--- src/rtl/ecc_cfg_pkg.sv ---
package ecc_cfg_pkg;
  localparam int WORD_W   = 32;
  localparam int NUM_REGS = 9;
  localparam int DW_W     = 4;
  localparam int SYN_W    = 8;

  // word indices; the order is the software address map
  localparam int IX_ENA    = 0;
  localparam int IX_DLY    = 1;
  localparam int IX_FSTAT  = 2;
  localparam int IX_VIDEO  = 3;
  localparam int IX_FADDR0 = 4;
  localparam int IX_FADDR1 = 5;
  localparam int IX_DIAG   = 6;
  localparam int IX_EVT0   = 7;
  localparam int IX_EVT1   = 8;

  localparam logic [WORD_W-1:0] DLY_WMASK    = 32'h7FFF_FFFF;
  localparam logic [WORD_W-1:0] DLY_RST      = 32'h0000_0020;
  localparam logic [WORD_W-1:0] FADDR0_RST   = 32'h07C0_0000;
  localparam logic [WORD_W-1:0] ENA_WMASK_V0 = 32'h0000_0103;
  localparam logic [WORD_W-1:0] ENA_WMASK_VX = 32'h0000_0BFF;
  localparam logic [WORD_W-1:0] ENA_KEEP_V0  = 32'h0000_0100;
  localparam logic [WORD_W-1:0] ENA_KEEP_VX  = 32'hFF00_0BFC;

  localparam int FS_CE = 0;
  localparam int FS_UE = 3;
  localparam int FS_ME = 16;

  function automatic logic [WORD_W-1:0] variant_id(input int v);
    variant_id = {v[3:0], 28'h0};
  endfunction

  function automatic logic [WORD_W-1:0] ena_on_write(input int v,
                                                     input logic [WORD_W-1:0] d);
    if (v == 0) ena_on_write = d & ENA_WMASK_V0;
    else        ena_on_write = variant_id(v) | (d & ENA_WMASK_VX);
  endfunction

  function automatic logic [WORD_W-1:0] ena_on_soft(input int v,
                                                    input logic [WORD_W-1:0] q);
    if (v == 0) ena_on_soft = q & ENA_KEEP_V0;
    else        ena_on_soft = q & ENA_KEEP_VX;
  endfunction

  function automatic logic [WORD_W-1:0] fstat_pack(input logic ce, input logic ue,
                                                   input logic [DW_W-1:0] dw,
                                                   input logic [SYN_W-1:0] syn,
                                                   input logic me);
    logic [WORD_W-1:0] r;
    r = '0;
    r[FS_CE] = ce;
    r[FS_UE] = ue;
    r[7:4]   = dw;
    r[15:8]  = syn;
    r[FS_ME] = me;
    fstat_pack = r;
  endfunction
endpackage

--- src/rtl/ecc_cfg_ctrl.sv ---
module ecc_cfg_ctrl
  import ecc_cfg_pkg::*;
#(
  parameter int VARIANT = 0
) (
  input  logic                clk,
  input  logic                rst_n,
  input  logic                soft_rst,
  input  logic [NUM_REGS-1:0] wr_sel,
  input  logic [WORD_W-1:0]   wdata,
  output logic [WORD_W-1:0]   ena_q,
  output logic [WORD_W-1:0]   dly_q,
  output logic [WORD_W-1:0]   video_q,
  output logic [WORD_W-1:0]   diag_q,
  output logic [WORD_W-1:0]   evt0_q,
  output logic [WORD_W-1:0]   evt1_q
);
  always_ff @(posedge clk or negedge rst_n) begin
    if (!rst_n) begin
      ena_q   <= variant_id(VARIANT);
      dly_q   <= DLY_RST;
      video_q <= '0;
      diag_q  <= '0;
      evt0_q  <= '0;
      evt1_q  <= '0;
    end else if (soft_rst) begin
      ena_q   <= ena_on_soft(VARIANT, ena_q);
      dly_q   <= DLY_RST;
      video_q <= '0;
      diag_q  <= '0;
      evt0_q  <= '0;
      evt1_q  <= '0;
    end else begin
      if (wr_sel[IX_ENA])   ena_q   <= ena_on_write(VARIANT, wdata);
      if (wr_sel[IX_DLY])   dly_q   <= wdata & DLY_WMASK;
      if (wr_sel[IX_VIDEO]) video_q <= wdata;
      if (wr_sel[IX_DIAG])  diag_q  <= wdata;
      if (wr_sel[IX_EVT0])  evt0_q  <= wdata;
      if (wr_sel[IX_EVT1])  evt1_q  <= wdata;
    end
  end
endmodule

--- src/rtl/ecc_cfg_fault.sv ---
module ecc_cfg_fault
  import ecc_cfg_pkg::*;
(
  input  logic              clk,
  input  logic              rst_n,
  input  logic              soft_rst,
  input  logic              fstat_wr,
  input  logic [WORD_W-1:0] wdata,
  input  logic              chk_en,
  input  logic              ce_irq_en,
  input  logic              fault_valid,
  input  logic              fault_ce,
  input  logic              fault_ue,
  input  logic [DW_W-1:0]   fault_dw,
  input  logic [SYN_W-1:0]  fault_syn,
  input  logic [WORD_W-1:0] fault_addr0,
  input  logic [WORD_W-1:0] fault_addr1,
  output logic [WORD_W-1:0] fstat_q,
  output logic [WORD_W-1:0] faddr0_q,
  output logic [WORD_W-1:0] faddr1_q,
  output logic              irq_q,
  output logic              fault_take
);
  logic had_err;
  logic raise;

  assign fault_take = fault_valid && (fault_ce || fault_ue) && !fstat_wr && !soft_rst;
  assign had_err    = fstat_q[FS_CE] || fstat_q[FS_UE] || fstat_q[FS_ME];
  assign raise      = chk_en && (fault_ue || (fault_ce && ce_irq_en));

  always_ff @(posedge clk or negedge rst_n) begin
    if (!rst_n) begin
      fstat_q  <= '0;
      faddr0_q <= FADDR0_RST;
      faddr1_q <= '0;
      irq_q    <= 1'b0;
    end else if (soft_rst) begin
      fstat_q  <= '0;
      faddr0_q <= FADDR0_RST;
      faddr1_q <= '0;
      irq_q    <= 1'b0;
    end else if (fstat_wr) begin
      fstat_q <= wdata;
      irq_q   <= 1'b0;
    end else if (fault_take) begin
      fstat_q  <= fstat_pack(fault_ce, fault_ue, fault_dw, fault_syn, had_err);
      faddr0_q <= fault_addr0;
      faddr1_q <= fault_addr1;
      if (raise) irq_q <= 1'b1;
    end
  end
endmodule

--- src/rtl/ecc_cfg_diag.sv ---
module ecc_cfg_diag #(
  parameter int NBYTES = 4,
  localparam int AW    = $clog2(NBYTES)
) (
  input  logic          clk,
  input  logic          rst_n,
  input  logic          wr,
  input  logic          rd,
  input  logic [AW-1:0] addr,
  input  logic [7:0]    wdata,
  output logic [7:0]    rdata
);
  logic [7:0] bytes_q [NBYTES];

  always_ff @(posedge clk or negedge rst_n) begin
    if (!rst_n) begin
      for (int i = 0; i < NBYTES; i++) bytes_q[i] <= '0;
      rdata <= '0;
    end else begin
      if (wr) bytes_q[addr] <= wdata;
      rdata <= rd ? bytes_q[addr] : 8'h00;
    end
  end
endmodule

--- src/rtl/ecc_cfg_bank.sv ---
module ecc_cfg_bank
  import ecc_cfg_pkg::*;
#(
  parameter int VARIANT    = 0,
  parameter int ADDR_W     = 6,
  parameter int DIAG_BYTES = 4,
  localparam int DIAG_AW   = $clog2(DIAG_BYTES)
) (
  input  logic               clk,
  input  logic               rst_n,
  input  logic               soft_rst,
  input  logic [ADDR_W-1:0]  reg_addr,
  input  logic               reg_wr,
  input  logic               reg_rd,
  input  logic [31:0]        reg_wdata,
  output logic [31:0]        reg_rdata,
  input  logic [DIAG_AW-1:0] diag_addr,
  input  logic               diag_wr,
  input  logic               diag_rd,
  input  logic [7:0]         diag_wdata,
  output logic [7:0]         diag_rdata,
  input  logic               fault_valid,
  input  logic               fault_ce,
  input  logic               fault_ue,
  input  logic [3:0]         fault_dw,
  input  logic [7:0]         fault_syn,
  input  logic [31:0]        fault_addr0,
  input  logic [31:0]        fault_addr1,
  output logic               irq
);
  localparam int IDX_W = ADDR_W - 2;

  logic [IDX_W-1:0]    reg_idx;
  logic [NUM_REGS-1:0] wr_sel;
  logic [WORD_W-1:0]   ena_q, dly_q, video_q, diagw_q, evt0_q, evt1_q;
  logic [WORD_W-1:0]   fstat_q, faddr0_q, faddr1_q;
  logic [WORD_W-1:0]   rd_mux;
  logic                fault_take;
  logic                unused_lsb;

  assign reg_idx    = reg_addr[ADDR_W-1:2];
  assign unused_lsb = ^reg_addr[1:0];

  for (genvar g = 0; g < NUM_REGS; g++) begin : g_wsel
    assign wr_sel[g] = reg_wr && (reg_idx == IDX_W'(g));
  end

  ecc_cfg_ctrl #(.VARIANT(VARIANT)) u_ctrl (
    .clk(clk), .rst_n(rst_n), .soft_rst(soft_rst),
    .wr_sel(wr_sel), .wdata(reg_wdata),
    .ena_q(ena_q), .dly_q(dly_q), .video_q(video_q),
    .diag_q(diagw_q), .evt0_q(evt0_q), .evt1_q(evt1_q)
  );

  ecc_cfg_fault u_fault (
    .clk(clk), .rst_n(rst_n), .soft_rst(soft_rst),
    .fstat_wr(wr_sel[IX_FSTAT]), .wdata(reg_wdata),
    .chk_en(ena_q[0]), .ce_irq_en(ena_q[1]),
    .fault_valid(fault_valid), .fault_ce(fault_ce), .fault_ue(fault_ue),
    .fault_dw(fault_dw), .fault_syn(fault_syn),
    .fault_addr0(fault_addr0), .fault_addr1(fault_addr1),
    .fstat_q(fstat_q), .faddr0_q(faddr0_q), .faddr1_q(faddr1_q),
    .irq_q(irq), .fault_take(fault_take)
  );

  if (VARIANT == 0) begin : g_diag
    ecc_cfg_diag #(.NBYTES(DIAG_BYTES)) u_diag (
      .clk(clk), .rst_n(rst_n), .wr(diag_wr), .rd(diag_rd),
      .addr(diag_addr), .wdata(diag_wdata), .rdata(diag_rdata)
    );
  end else begin : g_nodiag
    logic unused_diag;
    assign unused_diag = ^{diag_wr, diag_rd, diag_addr, diag_wdata};
    assign diag_rdata  = 8'h00;
  end

  always_comb begin
    case (int'(reg_idx))
      IX_ENA:    rd_mux = ena_q;
      IX_DLY:    rd_mux = dly_q;
      IX_FSTAT:  rd_mux = fstat_q;
      IX_VIDEO:  rd_mux = video_q;
      IX_FADDR0: rd_mux = faddr0_q;
      IX_FADDR1: rd_mux = faddr1_q;
      IX_DIAG:   rd_mux = diagw_q;
      IX_EVT0:   rd_mux = evt0_q;
      IX_EVT1:   rd_mux = evt1_q;
      default:   rd_mux = '0;
    endcase
  end

  always_ff @(posedge clk or negedge rst_n) begin
    if (!rst_n) reg_rdata <= '0;
    else        reg_rdata <= reg_rd ? rd_mux : '0;
  end
endmodule

--- config.mk ---
export PLATFORM = sky130hd
export DESIGN_NAME = ecc_cfg_bank
export DESIGN_NICKNAME = d
export VERILOG_FILES = /design/src/rtl/ecc_cfg_pkg.sv /design/src/rtl/ecc_cfg_ctrl.sv /design/src/rtl/ecc_cfg_fault.sv /design/src/rtl/ecc_cfg_diag.sv /design/src/rtl/ecc_cfg_bank.sv
export SDC_FILE = /design/constraint.sdc
export NUM_CORES = 1
export LEC_CHECK = 0
export BUFFER_PORTS_ARGS = -buffer_cell sky130_fd_sc_hd__buf_2
export CAP_MARGIN = 25
export CORE_MARGIN = 2
export CORE_UTILIZATION = 53
export DETAILED_ROUTE_END_ITERATION = 10
export PLACE_DENSITY = 0.74
export SLEW_MARGIN = 20
export SYNTH_ARGS = -nofsm -noshare
export SYNTH_HDL_FRONTEND = slang
export SYNTH_SLANG_ARGS = --single-unit
export TNS_END_PERCENT = 30
--- constraint.sdc ---
create_clock -name clk -period 1.2 [get_ports clk]
set_clock_uncertainty 0.1 [all_clocks]
set_input_delay 0 -clock clk [delete_from_list [all_inputs] [get_ports clk]]
set_output_delay 0 -clock clk [all_outputs]
set_load 0.01 [all_outputs]
== Word level (Yosys, flattened, before mapping) ==
Index checks and enable logic that the tools add are counted.
Word-level totals
  register bits: 361
  latch bits: 0
  RAM bits: 0
  memory bits (read-only): 0
  input port bits: 134
  logic and storage cells: 96
  memories: 0
Cells by class
  add/sub/neg operators: 0
  $mul: 0
  div/mod/pow operators: 0
  magnitude comparators: 2
  eq/ne operators: 9
  shift operators: 0
  mux-type cells: 34
  bitwise logic cells: 2
  reductions and logical operators: 32
Operators with widths (number)
  $mux W32: 22
  $pmux W32 S9: 1
  $bwmux W32: 1
  $mux W8: 4
  $bmux W8 S2: 1
  $demux W8 S2: 1
  $eq A4 B3 Y1 const B: 4
  $reduce_bool A2 Y1: 7
  $logic_and A1 B1 Y1: 13
  $eq A4 B2 Y1 const B: 2
  $reduce_and A2 Y1: 3
  $reduce_bool A3 Y1: 2
  $eq A4 B1 Y1 const B: 1
  $eq A4 B4 Y1 const B: 1
  $logic_not A4 Y1: 1
  $logic_or A1 B1 Y1: 4
  $mux W1: 4
  $ge A3 B3 Y1 const B: 1
  $lt A3 B1 Y1 const B: 1
  $not A2 Y3: 1
  $logic_not A1 Y1: 2
  $ne A2 B2 Y1 const B: 1
  $not A1 Y1: 1

== Depth between registers and ports, before layout ==
Gate-level depths: netlist (run 1).
  depth in word-level cells: 8
  gate-level depth with buffers: 8
  mapped depth without buffers: 4

== Modules after synthesis ==
From an unflattened synthesis (run 1), not the netlist that was laid out.
Second synthesis, totals
  cells, all modules: 1301
  area, all modules: 15790.1 µm²
By module, submodules not included
  ecc_cfg_ctrl: instances 1, cells each 555, area an instance 6879.1 µm², seq. area each 4055.1 µm²
  ecc_cfg_fault: instances 1, cells each 257, area an instance 3818.7 µm², seq. area each 2433.6 µm²
  ecc_cfg_bank: instances 1, cells each 383, area an instance 3432.0 µm², seq. area each 800.8 µm²
  ecc_cfg_diag: instances 1, cells each 106, area an instance 1660.3 µm², seq. area each 1001.0 µm²

== Worst setup path before layout (run 1) ==
OpenSTA, ideal clock, no wires.
  path kind: in2reg
  from: in reg_addr[4]
  to: reg reg_rdata[6]
  setup time: 130 ps
  arrival: 1219 ps
  required time: 970 ps
  setup slack: -250 ps
  cell stages on the path: 6
  buffers on the path: 3
  cells stage by stage: buf_2 buf_4 buf_4 mux2_2 a222oi_1 a21oi_1
Between the ends
  word-level cells in the longest chain between the ends: 3
  elaborated cells between the ends (all ways): 11
  classes of those cells: eq/ne (8); mux (2); reduce/logical (1)
Ends and longest elaborated chain
  start, declared: line ecc_cfg_bank.sv:12  | input logic [ADDR_W-1:0] reg_addr,
  $eq A4 B4 Y1 (tied with other cells): line ecc_cfg_bank.sv:78  | case (int'(reg_idx))
  $pmux W32 S9 *: line ecc_cfg_bank.sv:78
  $mux W32 *: line ecc_cfg_bank.sv:94  | else reg_rdata <= reg_rd ? rd_mux : '0;
  end signal, assigned: line ecc_cfg_bank.sv:94
  end, declared: line ecc_cfg_bank.sv:16  | output logic [31:0] reg_rdata,
Every way passes the cells marked *; elsewhere a longest branch is shown, timed or not.
A chain may end at the register's enable or synchronous reset.

== Worst setup path in the final report (run 1) ==
  from: reg u_fault.faddr0_q[31]
  to: reg reg_rdata[31]
Between the ends
  word-level cells in the longest chain between the ends: 2
Ends and longest elaborated chain
  start, declared: line ecc_cfg_fault.sv:19  | output logic [WORD_W-1:0] faddr0_q,
  start signal, assigned: line ecc_cfg_fault.sv:47  | faddr0_q <= fault_addr0;
  $pmux W32 S9: line ecc_cfg_bank.sv:78
  $mux W32: line ecc_cfg_bank.sv:94
Every way passes these cells.

==> metrics, run 1 <==
Root Buffer clkbuf_16; Syn Nets 1,717; Post-route DRC 0; fmax 675 MHz; fin util 71.9%; asr flop ratio synth 100%; status finished with violations; arrival time worst endpoint 1.75 ns; Synth cell types 52; Reg clk slew, reported paths 0.06 ns; Initial Util 53.5%; vias in the first global route 14,900; post-DP HPWL 34.3 mm; multi-input logic area 6600 sq um; Final Wtd Congestion 0.919; Area growth syn-to-layout 34.4%; Slew Limit Fails 0; I/O Buffers 172; Setup-failing EPs final 18; register area share after synthesis 54.2%; Yosys top cell area share 53.2%; initial antenna violation count 2; drt pass-1 iters 6; placed cell area 17,800 sq um; HP Class input pin to asynchronous set/reset pin; Final WS setup -0.281 ns; Crit Path Class flip-flop to flip-flop; Ports 175; Setup crit start u_fault.faddr0_q[31]; Die Width 174 um; Final Cycle Share 123%; endpoints failing hold 19; top cells by area, synth dfrtp_1, nand2_1, a21oi_1; H-tree depth 2; critical path capture point type flip-flop; DR iter-0 viols 1,876; hold-fix buffer count after cts 127; layout cells sized above 1 27.4%; crit-path max FO 2; most common cell after layout, fill and taps aside nand2_1; die footprint 30,200 sq um; Slew HR 66.5%; worst-skew pair later-pin latency 0.52 ns; r2r setup slk -0.28 ns; VDD IR-drop max 1.26 mV; total gr overflow 0; #FFs+latches synth 331; worst hold slack -0.141 ns; sequential standard cell area 8290 sq um; filler cell count 2,033; CTS tree yes; Synth Area per Inst 9.65 sq um; Setup TNS -1.41 ns; TritonCTS buffer count 37; crit path capture reg_rdata[31]; Post-synth top flop dfrtp_1; RSZ-0062 raised after global routing yes; first-pass GRT wire length 82.9 mm; worst endpoint required time 1.47 ns; Slew @ Worst Pin 0.502 ns; number of flops mapped to enable cells by yosys 0; Clock Tree Buf Depth 3; clk sink count 331; via count 14,600; area of the core 28,500 sq um; cell taking the most area after synthesis dfrtp_1; worst-case reg-to-reg path depth 3; routed length per instance 22.2 um; failing checks negative hold slack, negative setup slack; nets@finish 2,122; RR Endpoint reg_rdata[31]; largest net degree at the start of global routing 72; Rows 62; Synth Instances 1,583; Die Y 174 um; Routed Antenna Nets 0; GR Util All Layers 35.1%; CP Launch Type flip-flop; Design Area, Final 20,500 sq um; post-layout min period 1.48 ns; Lkg Pwr 9.13 nW; synth warn 0; Cell Area, Synth 15,300 sq um; FF-to-FF Start u_fault.faddr0_q[31]; P per Cell Area 1290 nW/um^2; drt via density 6.10; Routed Wire Length 53.3 mm; commonest non-fill, non-tap cells in the layout nand2_1, dfrtp_1, a21oi_1; Max-cap violations 0
==> report_power, final <==
part	leakage [nW]	switching, mW	internal [mW]
logic	4.05	1.83	1.59
clock network	0.600	4.55	6.51
registers	4.48	0.302	11.7
total	9.13	6.68	19.8
==> metal layers <==
| layer | vias up | track usage, % | share of wire, % |
|---|---|---|---|
| met2 | 959 | 56.3 | 47 |
| met4 | 2 | 16.9 | 4.8 |
| met5 | - | 0 | 0.024 |
| met3 | 214 | 7.32 | 10 |
| li1 | 6326 | - | - |
| met1 | 7138 | 45.9 | 38 |
==> metrics by stage <==
stage / hold slack (ns) / cells / total power, mW / setup WS, ns
after global placement: -0.189 / 2200 / 14.9 / -0.412
final: -0.141 / 2400 / 26.4 / -0.281
after global routing: -0.130 / 2400 / 27.3 / -0.286
after detailed placement: -0.187 / 2200 / 15.0 / -0.456
after floorplan: -0.396 / 1583 / 13.4 / -0.123
after CTS: -0.143 / 2394 / 26.3 / -0.217
==> critical path, cell delays in order, from the launching register on <==
cell and delay, ns:
dfrtp_2 0.45, a22o_1 0.26, a222oi_1 0.35, a21oi_1 0.18
==> synthesized netlist by cell type, drive strengths merged (4+ instances only) <==
cell and instances:
nand2 419, dfrtp 325, a21oi 257, buf 70
o21ai 61, clkbuf 59, mux2 53, mux2i 50
nor2 41, a22oi 39, nand3 24, a22o 23
nor3 17, nor2b 16, and2 15, a211oi 12
mux4 10, a31oi 7, a32oi 7, o31a 7
a222oi 6, dfstp 6, o21a 6, o22ai 6
a211o 5, nor3b 5, o32ai 5, a221oi 4
and3b 4
==> layout make-up <==
class | count | share of cell area, %
Tap cell | 384 | 2.34
Clock buffer | 55 | 5.48
Sequential cell | 331 | 40.4
Inverter | 2 | 0.0366
Clock inverter | 11 | 0.341
Antenna cell | 1 | 0.0122
Timing Repair Buffer | 495 | 19.3
Multi-Input combinational cell | 1121 | 32.1
==> flip-flops by register name, indices dropped and copies added (netlist names) <==
register / flops
u_ctrl.video_q: 32
u_ctrl.dly_q: 31
g_diag.u_diag.bytes_q: 32
u_ctrl.diag_q: 32
g_diag.u_diag.rdata: 8
u_ctrl.evt1_q: 32
u_ctrl.ena_q: 3
u_fault.faddr0_q: 32
u_fault.irq_q: 1
u_fault.fstat_q: 32
u_fault.faddr1_q: 32
reg_rdata: 32
u_ctrl.evt0_q: 32
==> worst min-delay path by stage <==
stage / startpoint / to / slack [ns] / cells after the start
after CTS: rst_n / u_ctrl.dly_q[6] / -0.14 / 2
final: rst_n / u_ctrl.dly_q[6] / -0.14 / 2
after floorplan: rst_n / g_diag.u_diag.bytes_q[0] / -0.40 / 0
after global routing: rst_n / u_ctrl.dly_q[6] / -0.13 / 2
after global placement: rst_n / u_fault.fstat_q[7] / -0.19 / 1
after detailed placement: rst_n / u_ctrl.dly_q[6] / -0.19 / 1
==> what timing repair did <==
action,CTS,global route
resized for setup,16,27
hold endpoints to repair,661,19
pin swaps,19,14
setup endpoints to repair,26,62
setup buffers,1,5
==> cell families (layout without fill, tap and decap cells) <==
logic type	after synthesis	after routing	share of synthesized area, %
other	0	1	0
and+or+nand+nor	554	554	15.4
muxes	113	113	8.65
buffers and inverters	131	563	4.11
AOI/OAI and AO/OA	454	454	17.6
DFF	331	331	54.2
(Power assumes the default switching activity.)
==> inputs of run 2 (changes only) <==
- BUFFER_PORTS_ARGS: -buffer_cell sky130_fd_sc_hd__buf_2 -> unset
- CORE_UTILIZATION: 53 -> 58
- DONT_BUFFER_PORTS: unset -> 1
- PLACE_DENSITY: 0.74 -> 0.82
==> metrics, run 2 (synthesis results as in run 1) <==
RR Endpoint reg_rdata[30]; routed length per instance 24.8 um; Root Buffer clkbuf_16; Final WS setup -0.226 ns; crit-path max FO 2; largest net degree at the start of global routing 332; area of the core 26,000 sq um; Ports 175; clk sink count 331; Rows 59; status finished with violations; r2r setup slk -0.23 ns; crit-path max cell delay 0.47 ns; nets@finish 1,832; layout cells sized above 1 16.3%; TritonCTS buffer count 35; total gr overflow 0; Post-route DRC 0; drt via density 6.72; sequential standard cell area 8290 sq um; fin util 70.7%; die footprint 27,700 sq um; initial antenna violation count 0; Clock Tree Buf Depth 3; FF-to-FF Start u_ctrl.video_q[30]; GRT met3 Usage 8.77%; Reg clk slew, reported paths 0.06 ns; Crit Path Class flip-flop to flip-flop; Setup-failing EPs final 21; RSZ-0062 raised after global routing yes; Routed Wire Length 51.1 mm; Slew @ Worst Pin 0.904 ns; placed cell area 16,200 sq um; critical path capture point type flip-flop; vias in the first global route 13,500; Slew HR 39.6%; multi-input logic area 6550 sq um; commonest non-fill, non-tap cells in the layout nand2_1, dfrtp_1, a21oi_1; CP Cell Sequence mux4_2 > a221oi_2 > nor2_1; filler cell count 1,793; first-pass GRT wire length 75.5 mm; Setup crit start u_ctrl.video_q[30]; gr busiest metal met2; worst hold slack -0.903 ns; met1 usage 44.6%; GR Util met2 56.2%; Final Wtd Congestion 0.899; via count 13,800; Routed Antenna Nets 0; most common cell after layout, fill and taps aside nand2_1; antenna fix cells 0; Initial Util 58.8%; HP Class input pin to asynchronous set/reset pin; Area growth syn-to-layout 20.2%; drt pass-1 iters 8; CTS tree yes; post-layout min period 1.43 ns; fmax 701 MHz; critical path's slowest cell mux4_2; worst-case reg-to-reg path depth 3; endpoints failing hold 661; Max-cap violations 0; worst endpoint required time 1.49 ns; Die Width 166 um; H-tree depth 2; Lkg Pwr 7.77 nW; WP depth 3; Design Area, Final 18,400 sq um; CP Launch Type flip-flop; DR iter-0 viols 2,135; Slew Limit Fails 0; worst-skew pair later-pin latency 0.53 ns; Die Y 166 um; VDD IR-drop max 1.22 mV; arrival time worst endpoint 1.72 ns; failing checks negative hold slack, negative setup slack; Final Cycle Share 119%; post-DP HPWL 30.3 mm; crit path capture reg_rdata[30]; I/O Buffers 0; P per Cell Area 1370 nW/um^2; dominant delay contributor by cell family on the critical path multiplexers; WP buf/inv 0; GR Util All Layers 34.8%
[run 2: repair_timing]
item | 4_1_cts | 5_1_grt
pin swaps | 18 | 13
hold buffers | 27 | 66
cloned | 0 | 0
setup buffers | 1 | 0
endpoints found under the setup margin | 25 | 70
hold endpoints to repair | 662 | 661
resized for setup | 16 | 17
[run 2: routing by layer]
metal | share of wire (%) | vias up
met3 | 12 | 267
li1 | - | 5748
met1 | 35 | 6735
met4 | 5.7 | 0
met2 | 47 | 1076
met5 | 0 | -
[run 2: through the flow]
stage          total power [mW]  instances  hold slack (ns)  setup slack [ns]  TNS, ns
6_report                   25.1       2058           -0.903            -0.226    -1.19
5_1_grt                    25.6       2058           -0.921            -0.259    -2.38
4_1_cts                    24.6       1992           -0.921            -0.200    -3.41
3_5_place_dp               13.8       1902           -0.376            -0.218   -13.17
3_3_place_gp               13.7       1902           -0.377            -0.157    -7.77
2_1_floorplan              13.4       1583           -0.396            -0.123    -8.69
[run 2: worst min path at each step]
stage	start	to	slack (ns)	cells past startpoint
2_1_floorplan	rst_n	g_diag.u_diag.bytes_q[0]	-0.40	0
3_3_place_gp	rst_n	u_fault.fstat_q[7]	-0.38	0
3_5_place_dp	rst_n	u_fault.fstat_q[7]	-0.38	0
4_1_cts	rst_n	u_ctrl.diag_q[4]	-0.92	0
5_1_grt	rst_n	u_ctrl.diag_q[7]	-0.92	0
6_report	rst_n	u_fault.faddr1_q[9]	-0.90	0
[run 2: cell type report]
cell class	count	share of cell area (%)
Clock buffer	53	5.47
Sequential cell	331	45.1
Clock inverter	9	0.654
Multi-Input combinational cell	1121	35.7
Tap cell	335	2.28
Inverter	2	0.0409
Timing Repair Buffer	207	10.7
[run 2: power by group]
| part | internal, mW | switching (mW) |
|---|---|---|
| Combinational | 1.10 | 1.11 |
| Clock | 6.27 | 4.59 |
| Sequential | 11.7 | 0.340 |
